$ cat src/rtl/wpp_pkg.sv
package wpp_pkg;

  typedef enum logic [2:0] {
    K_NONE,
    K_ARRAY,
    K_PERM,
    K_RSET,
    K_RCLR
  } kind_e;

  localparam logic [3:0] NIB_ARRAY = 4'b1010;
  localparam logic [3:0] NIB_PROT  = 4'b0110;

  // Map a received control byte and pin state onto a command kind.
  function automatic kind_e classify(input logic [3:0] nib,
                                     input logic [2:0] dev,
                                     input logic [2:0] strap,
                                     input logic       hv);
    kind_e k;
    k = K_NONE;
    if (nib == NIB_ARRAY) begin
      if (dev == strap) k = K_ARRAY;
    end else if (nib == NIB_PROT) begin
      if (!hv && dev == strap)                           k = K_PERM;
      else if (hv && dev == 3'b001 && strap[2:1] == 2'b00) k = K_RSET;
      else if (hv && dev == 3'b011 && strap[2:1] == 2'b01) k = K_RCLR;
    end
    return k;
  endfunction

  // Acknowledge decision for a command of kind k against the flag state.
  function automatic logic ack_rule(input kind_e k, input logic rw,
                                    input logic perm, input logic rev);
    case (k)
      K_ARRAY: return 1'b1;
      K_PERM:  return !perm;
      K_RSET:  return !perm && !rev;
      K_RCLR:  return !perm && (rw ? !rev : 1'b1);
      default: return 1'b0;
    endcase
  endfunction

endpackage

$ cat src/rtl/wpp_decode.sv
module wpp_decode
  import wpp_pkg::*;
(
  input  logic [3:0] ctrl_nib,
  input  logic [2:0] dev_bits,
  input  logic [2:0] strap,
  input  logic       a0_hv,
  output kind_e      kind
);
  assign kind = classify(ctrl_nib, dev_bits, strap, a0_hv);
endmodule

$ cat src/rtl/wpp_flags.sv
module wpp_flags
  import wpp_pkg::*;
(
  input  logic  clk,
  input  logic  rst_n,
  input  logic  perm_init,
  input  logic  cmd_valid,
  input  kind_e kind,
  input  logic  rw,
  input  logic  wp_pin,
  output logic  ack_next,
  output logic  perm_q,
  output logic  rev_q,
  output logic  ack_en,
  output logic  perm_set_stb,
  output logic  rev_set_stb,
  output logic  rev_clr_stb
);
  logic go_pset, go_rset, go_rclr;

  assign ack_next = ack_rule(kind, rw, perm_q, rev_q);
  assign go_pset  = cmd_valid && kind == K_PERM && !rw && !perm_q && !wp_pin;
  assign go_rset  = cmd_valid && kind == K_RSET && !rw && !perm_q && !rev_q && !wp_pin;
  assign go_rclr  = cmd_valid && kind == K_RCLR && !rw && !perm_q && rev_q && !wp_pin;

  always_ff @(posedge clk) begin
    if (!rst_n) begin
      perm_q       <= perm_init;
      rev_q        <= 1'b0;
      ack_en       <= 1'b0;
      perm_set_stb <= 1'b0;
      rev_set_stb  <= 1'b0;
      rev_clr_stb  <= 1'b0;
    end else begin
      if (cmd_valid) ack_en <= ack_next;
      perm_set_stb <= go_pset;
      rev_set_stb  <= go_rset;
      rev_clr_stb  <= go_rclr;
      if (go_pset) perm_q <= 1'b1;
      if (go_rset) rev_q <= 1'b1;
      else if (go_rclr) rev_q <= 1'b0;
    end
  end

  AST_PERM_STICKY: assert property (@(posedge clk) disable iff (!rst_n)
    $past(perm_q) && $past(rst_n) |-> perm_q);
  AST_STB_NO_WP: assert property (@(posedge clk) disable iff (!rst_n)
    (perm_set_stb || rev_set_stb || rev_clr_stb) |-> !$past(wp_pin));
  AST_STB_ONEHOT: assert property (@(posedge clk) disable iff (!rst_n)
    $onehot0({perm_set_stb, rev_set_stb, rev_clr_stb}));
  AST_PERM_LOCK: assert property (@(posedge clk) disable iff (!rst_n)
    $past(cmd_valid && perm_q && kind != K_ARRAY) |-> !ack_en);
endmodule

$ cat src/rtl/wpp_zone.sv
module wpp_zone
  import wpp_pkg::*;
#(
  parameter int ADDR_W = 8
) (
  input  logic              clk,
  input  logic              rst_n,
  input  logic              cmd_valid,
  input  kind_e             kind,
  input  logic              rw,
  input  logic              ack_next,
  input  logic              byte_valid,
  input  logic [ADDR_W-1:0] word_addr,
  input  logic              wp_pin,
  input  logic              perm_q,
  input  logic              rev_q,
  output logic              wr_allow
);
  localparam logic [ADDR_W-1:0] HALF = ADDR_W'(1) << (ADDR_W - 1);

  logic sess_q, soft_on, in_low, byte_ok;

  assign soft_on = perm_q || rev_q;
  assign in_low  = word_addr < HALF;
  assign byte_ok = sess_q && !wp_pin && !(soft_on && in_low);

  always_ff @(posedge clk) begin
    if (!rst_n) begin
      sess_q   <= 1'b0;
      wr_allow <= 1'b0;
    end else begin
      if (cmd_valid) sess_q <= (kind == K_ARRAY) && !rw && ack_next;
      wr_allow <= byte_valid && byte_ok;
    end
  end

  AST_WP_DENIES: assert property (@(posedge clk) disable iff (!rst_n)
    wr_allow |-> !$past(wp_pin));
  AST_LOW_HALF: assert property (@(posedge clk) disable iff (!rst_n)
    wr_allow && $past(perm_q || rev_q) |-> $past(word_addr[ADDR_W-1]));
  AST_PULSE: assert property (@(posedge clk) disable iff (!rst_n)
    wr_allow |-> $past(byte_valid));
endmodule

$ cat src/rtl/wpp_policy.sv
module wpp_policy
  import wpp_pkg::*;
#(
  parameter int ADDR_W = 8
) (
  input  logic              clk,
  input  logic              rst_n,
  input  logic              perm_init,
  input  logic              cmd_valid,
  input  logic [3:0]        ctrl_nib,
  input  logic [2:0]        dev_bits,
  input  logic              rw,
  input  logic [2:0]        strap,
  input  logic              a0_hv,
  input  logic              wp_pin,
  input  logic              byte_valid,
  input  logic [ADDR_W-1:0] word_addr,
  output logic              ack_en,
  output logic              wr_allow,
  output logic              perm_set_stb,
  output logic              rev_set_stb,
  output logic              rev_clr_stb
);
  kind_e kind;
  logic  ack_next, perm_q, rev_q;

  wpp_decode u_dec (
    .ctrl_nib(ctrl_nib), .dev_bits(dev_bits), .strap(strap),
    .a0_hv(a0_hv), .kind(kind)
  );

  wpp_flags u_flags (
    .clk(clk), .rst_n(rst_n), .perm_init(perm_init), .cmd_valid(cmd_valid),
    .kind(kind), .rw(rw), .wp_pin(wp_pin), .ack_next(ack_next),
    .perm_q(perm_q), .rev_q(rev_q), .ack_en(ack_en),
    .perm_set_stb(perm_set_stb), .rev_set_stb(rev_set_stb),
    .rev_clr_stb(rev_clr_stb)
  );

  wpp_zone #(.ADDR_W(ADDR_W)) u_zone (
    .clk(clk), .rst_n(rst_n), .cmd_valid(cmd_valid), .kind(kind), .rw(rw),
    .ack_next(ack_next), .byte_valid(byte_valid), .word_addr(word_addr),
    .wp_pin(wp_pin), .perm_q(perm_q), .rev_q(rev_q), .wr_allow(wr_allow)
  );

  AST_FOREIGN_NIB: assert property (@(posedge clk) disable iff (!rst_n)
    $past(cmd_valid && ctrl_nib != NIB_ARRAY && ctrl_nib != NIB_PROT) |-> !ack_en);
endmodule

$ cat config.mk
export PLATFORM = sky130hd
export DESIGN_NAME = wpp_policy
export DESIGN_NICKNAME = d
export VERILOG_FILES = /design/src/rtl/wpp_pkg.sv /design/src/rtl/wpp_decode.sv /design/src/rtl/wpp_flags.sv /design/src/rtl/wpp_zone.sv /design/src/rtl/wpp_policy.sv
export SDC_FILE = /design/constraint.sdc
export NUM_CORES = 1
export LEC_CHECK = 0
export ABC_AREA = 1
export BUFFER_PORTS_ARGS = -buffer_cell sky130_fd_sc_hd__buf_2
export CAP_MARGIN = 20
export CORE_AREA = 2 2 39 41
export CTS_CLUSTER_SIZE = 12
export DETAILED_ROUTE_END_ITERATION = 8
export DIE_AREA = 0 0 41 43
export PLACE_DENSITY_LB_ADDON = 0.08
export SLEW_MARGIN = 20
export SYNTH_ARGS = -nofsm -noshare
export SYNTH_HDL_FRONTEND = slang
export SYNTH_SLANG_ARGS = --single-unit
$ cat constraint.sdc
create_clock -name clk -period 2.36 [get_ports clk]
set_clock_uncertainty 0.15 [all_clocks]
set_input_delay 0.118 -clock clk [delete_from_list [all_inputs] [get_ports clk]]
set_output_delay 0.118 -clock clk [all_outputs]
set_load 0.02 [all_outputs]
# ---- Yosys cells after proc, flatten, opt, wreduce, memory -nomap -nowiden
# Index checks and enable logic that the tools add are counted.
dict set report classes {
  addsub 0
  multipliers 0
  div_mod_pow 0
  magnitude_cmp 1
  n_eq_ne 11
  shift 0
  muxes 12
  bitwise_logic 0
  n_reduce_logical 36
}
# cell n
set op_table {}
lappend op_table {{$logic_and 1x1->1} 27}
lappend op_table {{$mux 3} 5}
lappend op_table {{$eq 3x2->1 const B} 3}
lappend op_table {{$lt 8x8->1 const B} 1}
lappend op_table {{$eq 3x1->1 const B} 2}
lappend op_table {{$logic_not 1->1} 6}
lappend op_table {{$mux 1} 6}
lappend op_table {{$eq 4x3->1 const B} 1}
lappend op_table {{$eq 4x4->1 const B} 1}
lappend op_table {{$pmux 1 s4} 1}
lappend op_table {{$eq 3x3->1} 1}
lappend op_table {{$eq 3x3->1 const B} 1}
lappend op_table {{$eq 2x1->1 const B} 1}
lappend op_table {{$logic_not 2->1} 1}
lappend op_table {{$ne 2x1->1 const B} 1}
lappend op_table {{$reduce_bool 2->1} 1}
lappend op_table {{$logic_or 1x1->1} 1}
dict set report word_totals {
  ff_bits 8
  latchBits 0
  ramBits 0
  mem_bits_ro 0
  output_inout_bits 5
  wordCells 68
  mem_count 0
}

# ---- Depth between registers and ports, before layout
# Gate-level depths: netlist (run 1).
dict set report depth {
  depth_word 16
  mapped_depth 9
}

# ---- Modules after synthesis
# A second synthesis (run 1) with hierarchy kept.
dict set report unflattened {
  hier_cells 90
  area_unflattened_um2 540.5
}
# module n_inst cells_per_inst area_per_inst_um2 seq_area_each_um2
set modules_own_cells {}
lappend modules_own_cells {wpp_flags 1 42 297.8 130.1}
lappend modules_own_cells {wpp_decode 1 32 145.1 0.0}
lappend modules_own_cells {wpp_zone 1 16 97.6 40.0}

# ---- Worst setup path before layout (run 1)
# No wires, ideal clock.
dict set report synth_path {
  path_kind {register -> register}
  start {register u_flags.perm_q}
  end {register u_flags.perm_q, enable pin}
  setup_time_ps 302
  arrival_ps 707
  slack_ps 1200
  path_stages_with_launch 4
  n_path_buf 0
  period_less_slack_ps 1160
  cell_sequence {edfxtp_1 inv_1 nand3_2 o21ai_1}
}
dict set report synth_via {
  elab_chain_cells 4
}
# element line
set synth_lines {}
lappend synth_lines {{start, declared} wpp_flags.sv:12} ;# output logic perm_q,
lappend synth_lines {{start signal, assigned} wpp_flags.sv:28} ;# perm_q <= perm_init;
lappend synth_lines {{$logic_not 1->1} wpp_flags.sv:22} ;# assign go_pset = cmd_valid && kind == K_PERM && !rw && !perm_q && !wp_pin;
lappend synth_lines {{$logic_and 1x1->1 (2 in a row)} wpp_flags.sv:22}
lappend synth_lines {{$ne 2x1->1 (no source line)} --}
# Every way passes these cells.
# A chain may end at the register's enable or synchronous reset.

==> results of run 1 <==
cell families after synthesis:
group                  count (synthesis)  synth area share (%)
AND/OR/NAND/NOR                       39                  42.2
buffers and inverters                 13                  10.3
flip-flops                             8                  35.9
AO/OA/AOI/OAI                          7                  7.92
XOR/XNOR                               2                  3.69
through the flow:
step                      power [mW]  hold slack [ns]  cells  utilization (%)  setup slack (ns)
after floorplan                0.170           0.0453     69                -              1.20
after global placement         0.193            0.157    108             44.0              1.02
after detailed placement       0.194            0.150    108             44.0              1.00
after CTS                      0.312          0.00910    117             49.5             0.750
after global routing           0.324           0.0346    117             49.5             0.669
final                          0.307           0.0165    117             49.5             0.710
placed cells by master (no fill, tap or decap), types with 2 or more instances in the layout:
master         count
nand2_2            3
clkbuf_4           3
dlygate4sd3_1      5
nand2_1           14
nor3_1             2
nor2_1             7
a21oi_1            2
nand4_1            4
buf_2             23
o21ai_1            2
nand3_1            2
o21ai_0            2
nor2_4             2
dfxtp_1            7
inv_1             12
nor2_2             2
worst min-delay path: stages:
cell and delay (ns):
buf_2 0.14, o21ai_0 0.07, nor2_1 0.05
flip-flops by register name (all words and copies together), names as in the netlist:
name                  flops
u_flags.ack_en            1
u_flags.perm_q            1
u_flags.perm_set_stb      1
u_flags.rev_clr_stb       1
u_flags.rev_q             1
u_flags.rev_set_stb       1
u_zone.sess_q             1
u_zone.wr_allow           1
layout make-up:
class,count,share of cell area [%]
tap,16,2.92
timing repair buffer,28,24.1
sequential,8,24.8
multi-input combinational,48,37.2
inverter,13,7.12
clock buffer,4,3.83
power groups by stage:
stage,sequential [mW],clock [mW],combinational [mW]
global placement,0.145,0,0.0482
finish,0.142,0.112,0.0533
global route,0.142,0.122,0.0602
floorplan,0.146,0,0.0242
CTS,0.142,0.117,0.0539
detailed placement,0.145,0,0.0488
what timing repair did:
item | 4_1_cts | 5_1_grt
buffers inserted | 0 | 0
hold buffers | 5 | 0
endpoints found under the hold margin | 3 | 0
per-layer routing:
layer | track usage (%) | vias up | wire length [um]
met5 | 0 | - | 0
met4 | 13.3 | 0 | 17
met3 | 4.71 | 2 | 69
met2 | 21.9 | 15 | 509
met1 | 17.4 | 216 | 446
li1 | - | 285 | -
worst min path at each step:
stage | startpoint | end | slack (ns)
3_3_place_gp | wp_pin | u_zone.wr_allow$_SDFF_PN0_ | 0.16
4_1_cts | rst_n | u_flags.ack_en$_SDFFE_PN0P_ | 0.009
5_1_grt | rst_n | u_flags.ack_en$_SDFFE_PN0P_ | 0.03
2_1_floorplan | wp_pin | u_zone.wr_allow$_SDFF_PN0_ | 0.05
3_5_place_dp | wp_pin | u_zone.wr_allow$_SDFF_PN0_ | 0.15
6_report | rst_n | u_flags.ack_en$_SDFFE_PN0P_ | 0.02
cell usage after synthesis:
cell type	n
o21ai_0	2
nand2_1	14
nor4_1	1
nor3_1	2
or2_2	1
nand4_1	4
o21ai_1	2
nand3_2	1
inv_1	12
o211ai_1	1
edfxtp_1	1
xnor2_1	1
nor2_1	7
nand2_2	3
nor2_2	2
a21oi_1	2
inv_2	1
dfxtp_1	7
nor2_4	2
xor2_1	1
nand3_1	2
==> key figures, run 1 <==
Pwr
  • Logic pwr share: 17.4%
  • Pwr dens: 448 nW/um2
  • Internal: 0.231 mW
  • Clock network power share: 36.4%
  • Psw: 0.0764 mW
  • Maximum VDD drop: 262 uV
  • P_leak: 0.352 nW
  • Sw Ratio: 24.9%
  • Seq pwr share: 46.3%

Status
  • Status: complete, no violations

Critical path
  • CP bufs+invs: 3
  • CP endpoint: u_zone.sess_q$_SDFFE_PN0P_
  • CP dominant cell by count: dlygate4sd3_1
  • Worst R2R Path Depth: 4
  • Worst path required time: 2.41 ns
  • Critical Path Start: cmd_valid
  • Largest delay contributor family on the critical path: buffers and inverters
  • R2R Path End: u_zone.wr_allow$_SDFF_PN0_
  • CP Depth: 6
  • Crit start category: primary input
  • R2r setup slk: 0.76 ns
  • Crit path cell chain: dlygate4sd3_1, buf_2, o21ai_0, nand2_1, a21oi_1, dlygate4sd3_1
  • CP arrival: 1.70 ns
  • Setup CP Type: primary input to flip-flop
  • Crit-path max FO: 5
  • CP max stage delay: 0.55 ns
  • Worst reg2reg startpoint: u_flags.perm_q$_SDFFCE_PP1P_
  • CP max-delay cell: dlygate4sd3_1
  • Crit end category: flip-flop

Hold path
  • Worst min path class: primary input to flip-flop
  • Hold Path Depth: 3

Cells and area
  • Fin nets: 128
  • Footprint of the multi-input gates: 255 um2
  • Layout cells sized above 1: 35.6%
  • Layout area overhead: 44.6%
  • Register area: 170 um2
  • Design Area, Final: 686 um2
  • Inserted Diodes: 0
  • Fillers: 154

Clock tree
  • Total CTS buffers: 3
  • Clk slew on worst S/H paths: 0.06 ns
  • CTS tree: built
  • Clock latency on the worst-skew pair: 0.25 ns
  • Clk root buf: clkbuf_4
  • Max clock buf depth: 2
  • Num Clock Sinks: 8
  • H-tree Lvls: 1
  • Resized cells post-CTS: 0

Route
  • Post-DRT Antenna Nets: 0
  • Drt total wl: 1040 um
  • Routed vias: 518
  • Drt first pass iters: 4
  • WL per Instance: 8.91 um
  • 1st-iter DRT viols: 8
  • DR DRC count: 0
  • Vias per Instance: 4.43

Timing
  • Period minus WS final: 1.65 ns
  • Max Transition Viols Final: 0
  • TNS Setup: 0 ns
  • Unrepaired setup endpoints after global routing: false
  • Worst slew pin tran: 0.226 ns
  • Slew Limit Headroom: 84.8%
  • Period utilization: 69.9%
  • Max frequency: 0.606 GHz
  • Fin. Hold Viols: 0
  • Final setup violation count: 0

Yosys
  • Post-synth top area share: 29.6%
  • Synth Register Bits: 8
  • Syn Area/Cell: 6.87 um2
  • Synth Cell Area: 474 um2
  • Post-synth top area cell: dfxtp_1
  • Gate Count Post-Synth: 69
  • Yosys cell types: 21
  • Synth Warn #: 0
  • Top cells by area, synth: dfxtp_1, nand2_1, inv_1
  • Sequential-to-total area share from yosys stat: 35.9%
  • Net count after synthesis: 95

Run
  • Max-cap violations: 0

Floorplan
  • Die Ht: 43 um
  • Cell Rows: 14
  • I/O pins: 31
  • Core area: 1380 um2
  • Die area: 1760 um2
  • Starting Density: 34.3%
  • Die width: 41 um

Global routing
  • Gr usage total: 15.4%
  • Global-route wire length before repair: 1780 um
  • Vias in the first global route: 500
  • Gr ovfl total: 0
  • Largest net degree at the start of global routing: 8
  • Initial antenna violation count: 0

Placement
  • Post-DP Area: 609 um2
  • Post-DP HPWL: 824 um
  • Routability cong.: 0.705
  • Input/output buffers: 23
Power figures use the tool's default switching activity.
==> run 2: changes to the inputs <==
--- a/config.mk
+++ b/config.mk
@@ -8,10 +8,10 @@
 export ABC_AREA = 1
 export BUFFER_PORTS_ARGS = -buffer_cell sky130_fd_sc_hd__buf_2
 export CAP_MARGIN = 20
-export CORE_AREA = 2 2 39 41
+export CORE_MARGIN = 1.5
+export CORE_UTILIZATION = 35
 export CTS_CLUSTER_SIZE = 12
 export DETAILED_ROUTE_END_ITERATION = 8
-export DIE_AREA = 0 0 41 43
 export PLACE_DENSITY_LB_ADDON = 0.08
 export SLEW_MARGIN = 20
 export SYNTH_ARGS = -nofsm -noshare
==> constraint.sdc (replaced) <==
create_clock -name clk -period 1.4 [get_ports clk]
set_clock_uncertainty 0.15 [all_clocks]
set_input_delay 0.07 -clock clk [delete_from_list [all_inputs] [get_ports clk]]
set_output_delay 0.07 -clock clk [all_outputs]
set_load 0.02 [all_outputs]
==> run 2 against run 1 <==
  * Routed wire length grew 0.86%
  * Critical path type unchanged
  * Non-clock buffer count rose by 1
  * Clock-buffer cell count is the same
  * Via count up 0.58%
  * Setup slack lost 0.62 ns
  * Utilization increased by 4.7 points
  * Global-route usage up 1.0 points
  * Critical path depth unchanged
  * Hold slack got worse by 0.0087 ns
  * Register-to-register slack worse by 0.61 ns
  * Combinational power rose by 80%
==> key figures, run 2 (synthesis gave the netlist of run 1 again) <==
Status
  • Status: complete, no violations

Clock tree
  • Max clock buf depth: 2
  • CTS tree: built
  • Clk slew on worst S/H paths: 0.07 ns
  • Post-CTS Setup Inserts: 0
  • Total CTS buffers: 3
  • Clock latency on the worst-skew pair: 0.26 ns
  • Clk root buf: clkbuf_4
  • Num Clock Sinks: 8
  • H-tree Lvls: 1

Timing
  • Max frequency: 0.761 GHz
  • Worst slew pin tran: 0.246 ns
  • Fin. Hold Viols: 0
  • Unrepaired setup endpoints after global routing: false
  • Final setup violation count: 0
  • Period utilization: 93.8%
  • Max Transition Viols Final: 0
  • Period minus WS final: 1.31 ns
  • TNS Setup: 0 ns
  • Slew Limit Headroom: 83.5%

Route
  • 1st-iter DRT viols: 8
  • Routed vias: 521
  • Post-DRT Antenna Nets: 0
  • Vias per Instance: 4.45
  • DR DRC count: 0
  • Drt total wl: 1050 um
  • Drt first pass iters: 2
  • WL per Instance: 8.98 um

Floorplan
  • Die area: 1580 um2
  • Die width: 39.8 um
  • Die Ht: 39.8 um
  • Cell Rows: 13
  • Starting Density: 36.9%
  • I/O pins: 31
  • Core area: 1280 um2

Cells and area
  • Inserted Diodes: 0
  • Fin nets: 129
  • Layout cells sized above 1: 36.3%
  • Layout area overhead: 47.0%
  • Final core utilization: 54.2%
  • Most common cell after layout, fill and taps aside: buf_2
  • Commonest non-fill, non-tap cells in the layout: buf_2, nand2_1, inv_1, dfxtp_1
  • Final Non-Filler Cells: 117

Pwr
  • Total power: 0.532 mW
  • Maximum VDD drop: 428 uV
  • Pwr dens: 764 nW/um2
  • P_leak: 0.351 nW

Global routing
  • Global-route wire length before repair: 1700 um
  • Gr ovfl total: 0
  • Largest net degree at the start of global routing: 8
  • Vias in the first global route: 474
  • Initial antenna violation count: 0
  • Gr usage total: 16.4%

Critical path
  • Crit start category: primary input
  • CP max stage delay: 0.53 ns
  • Crit-path max FO: 5
  • Setup CP Type: primary input to flip-flop
  • CP arrival: 1.14 ns
  • Worst path required time: 1.23 ns
  • Crit end category: flip-flop
  • Crit path cell chain: dlygate4sd3_1, buf_2, nand2_1, nor2_2, inv_1, o21ai_1
  • CP max-delay cell: dlygate4sd3_1

Hold path
  • Worst min path class: primary input to flip-flop

Placement
  • Post-DP HPWL: 783 um
  • Routability cong.: 0.735
  • Dpl cells: 107
  • Input/output buffers: 23

Run
  • Max-cap violations: 0
==> run 2: changes by cell type in the layout (fill, tap and decap cells not counted), sizes merged <==
cell	before	now
dlygate4sd3	5	6
==> run 2: final timing paths <==
| path | from | end | slack, ns | depth (start not counted) |
|---|---|---|---|---|
| max reg2reg | u_flags.perm_q$_SDFFCE_PP1P_ | u_flags.perm_q$_SDFFCE_PP1P_ | 0.15 | 3 |
| min | a0_hv | u_flags.perm_set_stb$_SDFF_PN0_ | 0.008 | 4 |
| min reg2reg | u_flags.rev_q$_SDFFE_PN0P_ | u_flags.rev_clr_stb$_SDFF_PN0_ | 0.33 | 2 |
| max | cmd_valid | u_flags.perm_q$_SDFFCE_PP1P_ | 0.09 | 6 |
==> run 2: metrics by stage <==
stage	cell area [um2]	hold WS (ns)	worst slack (ns)
finish	697	0.00780	0.0865
global route	697	0.0318	0.0284
CTS	694	0.00889	0.0572
detailed placement	608	0.112	0.109
global placement	608	0.110	0.121
floorplan	474	-0.00267	0.240
==> run 2: per-layer routing <==
metal / routed length, um / track usage, % / part of all wire, %
met1: 477 / 16.4 / 45
met2: 507 / 31.1 / 48
met3: 54 / 3.41 / 5.1
met4: 12 / 7.76 / 1.1
met5: 0 / 0 / 0
==> run 2: layout make-up <==
cell class              instances  area [um2]
clock buffers                   4        26.3
repair buffers                 29         175
inverters                      13        48.8
fillers                       146         588
well taps                      15        18.8
multi-input cells              48         258
flip-flops and latches          8         170
==> run 2: worst max-delay path, delay by kind of cell <==
kind	cells	cell delay, ns
AND/OR/NAND/NOR	2	0.21
AO/OA/AOI/OAI	1	0.14
buffers and inverters	3	0.73
==> run 2: timing repair <==
action,4_1_cts,5_1_grt
gates resized for setup,0,1
hold endpoints to repair,6,0
endpoints found under the setup margin,0,2
hold buffers,6,0
==> run 2: report_power, final <==
group / total, mW / switching [mW] / internal, mW
sequential: 0.240 / 0.00207 / 0.237
combinational: 0.0961 / 0.0494 / 0.0467
clock: 0.196 / 0.0872 / 0.109
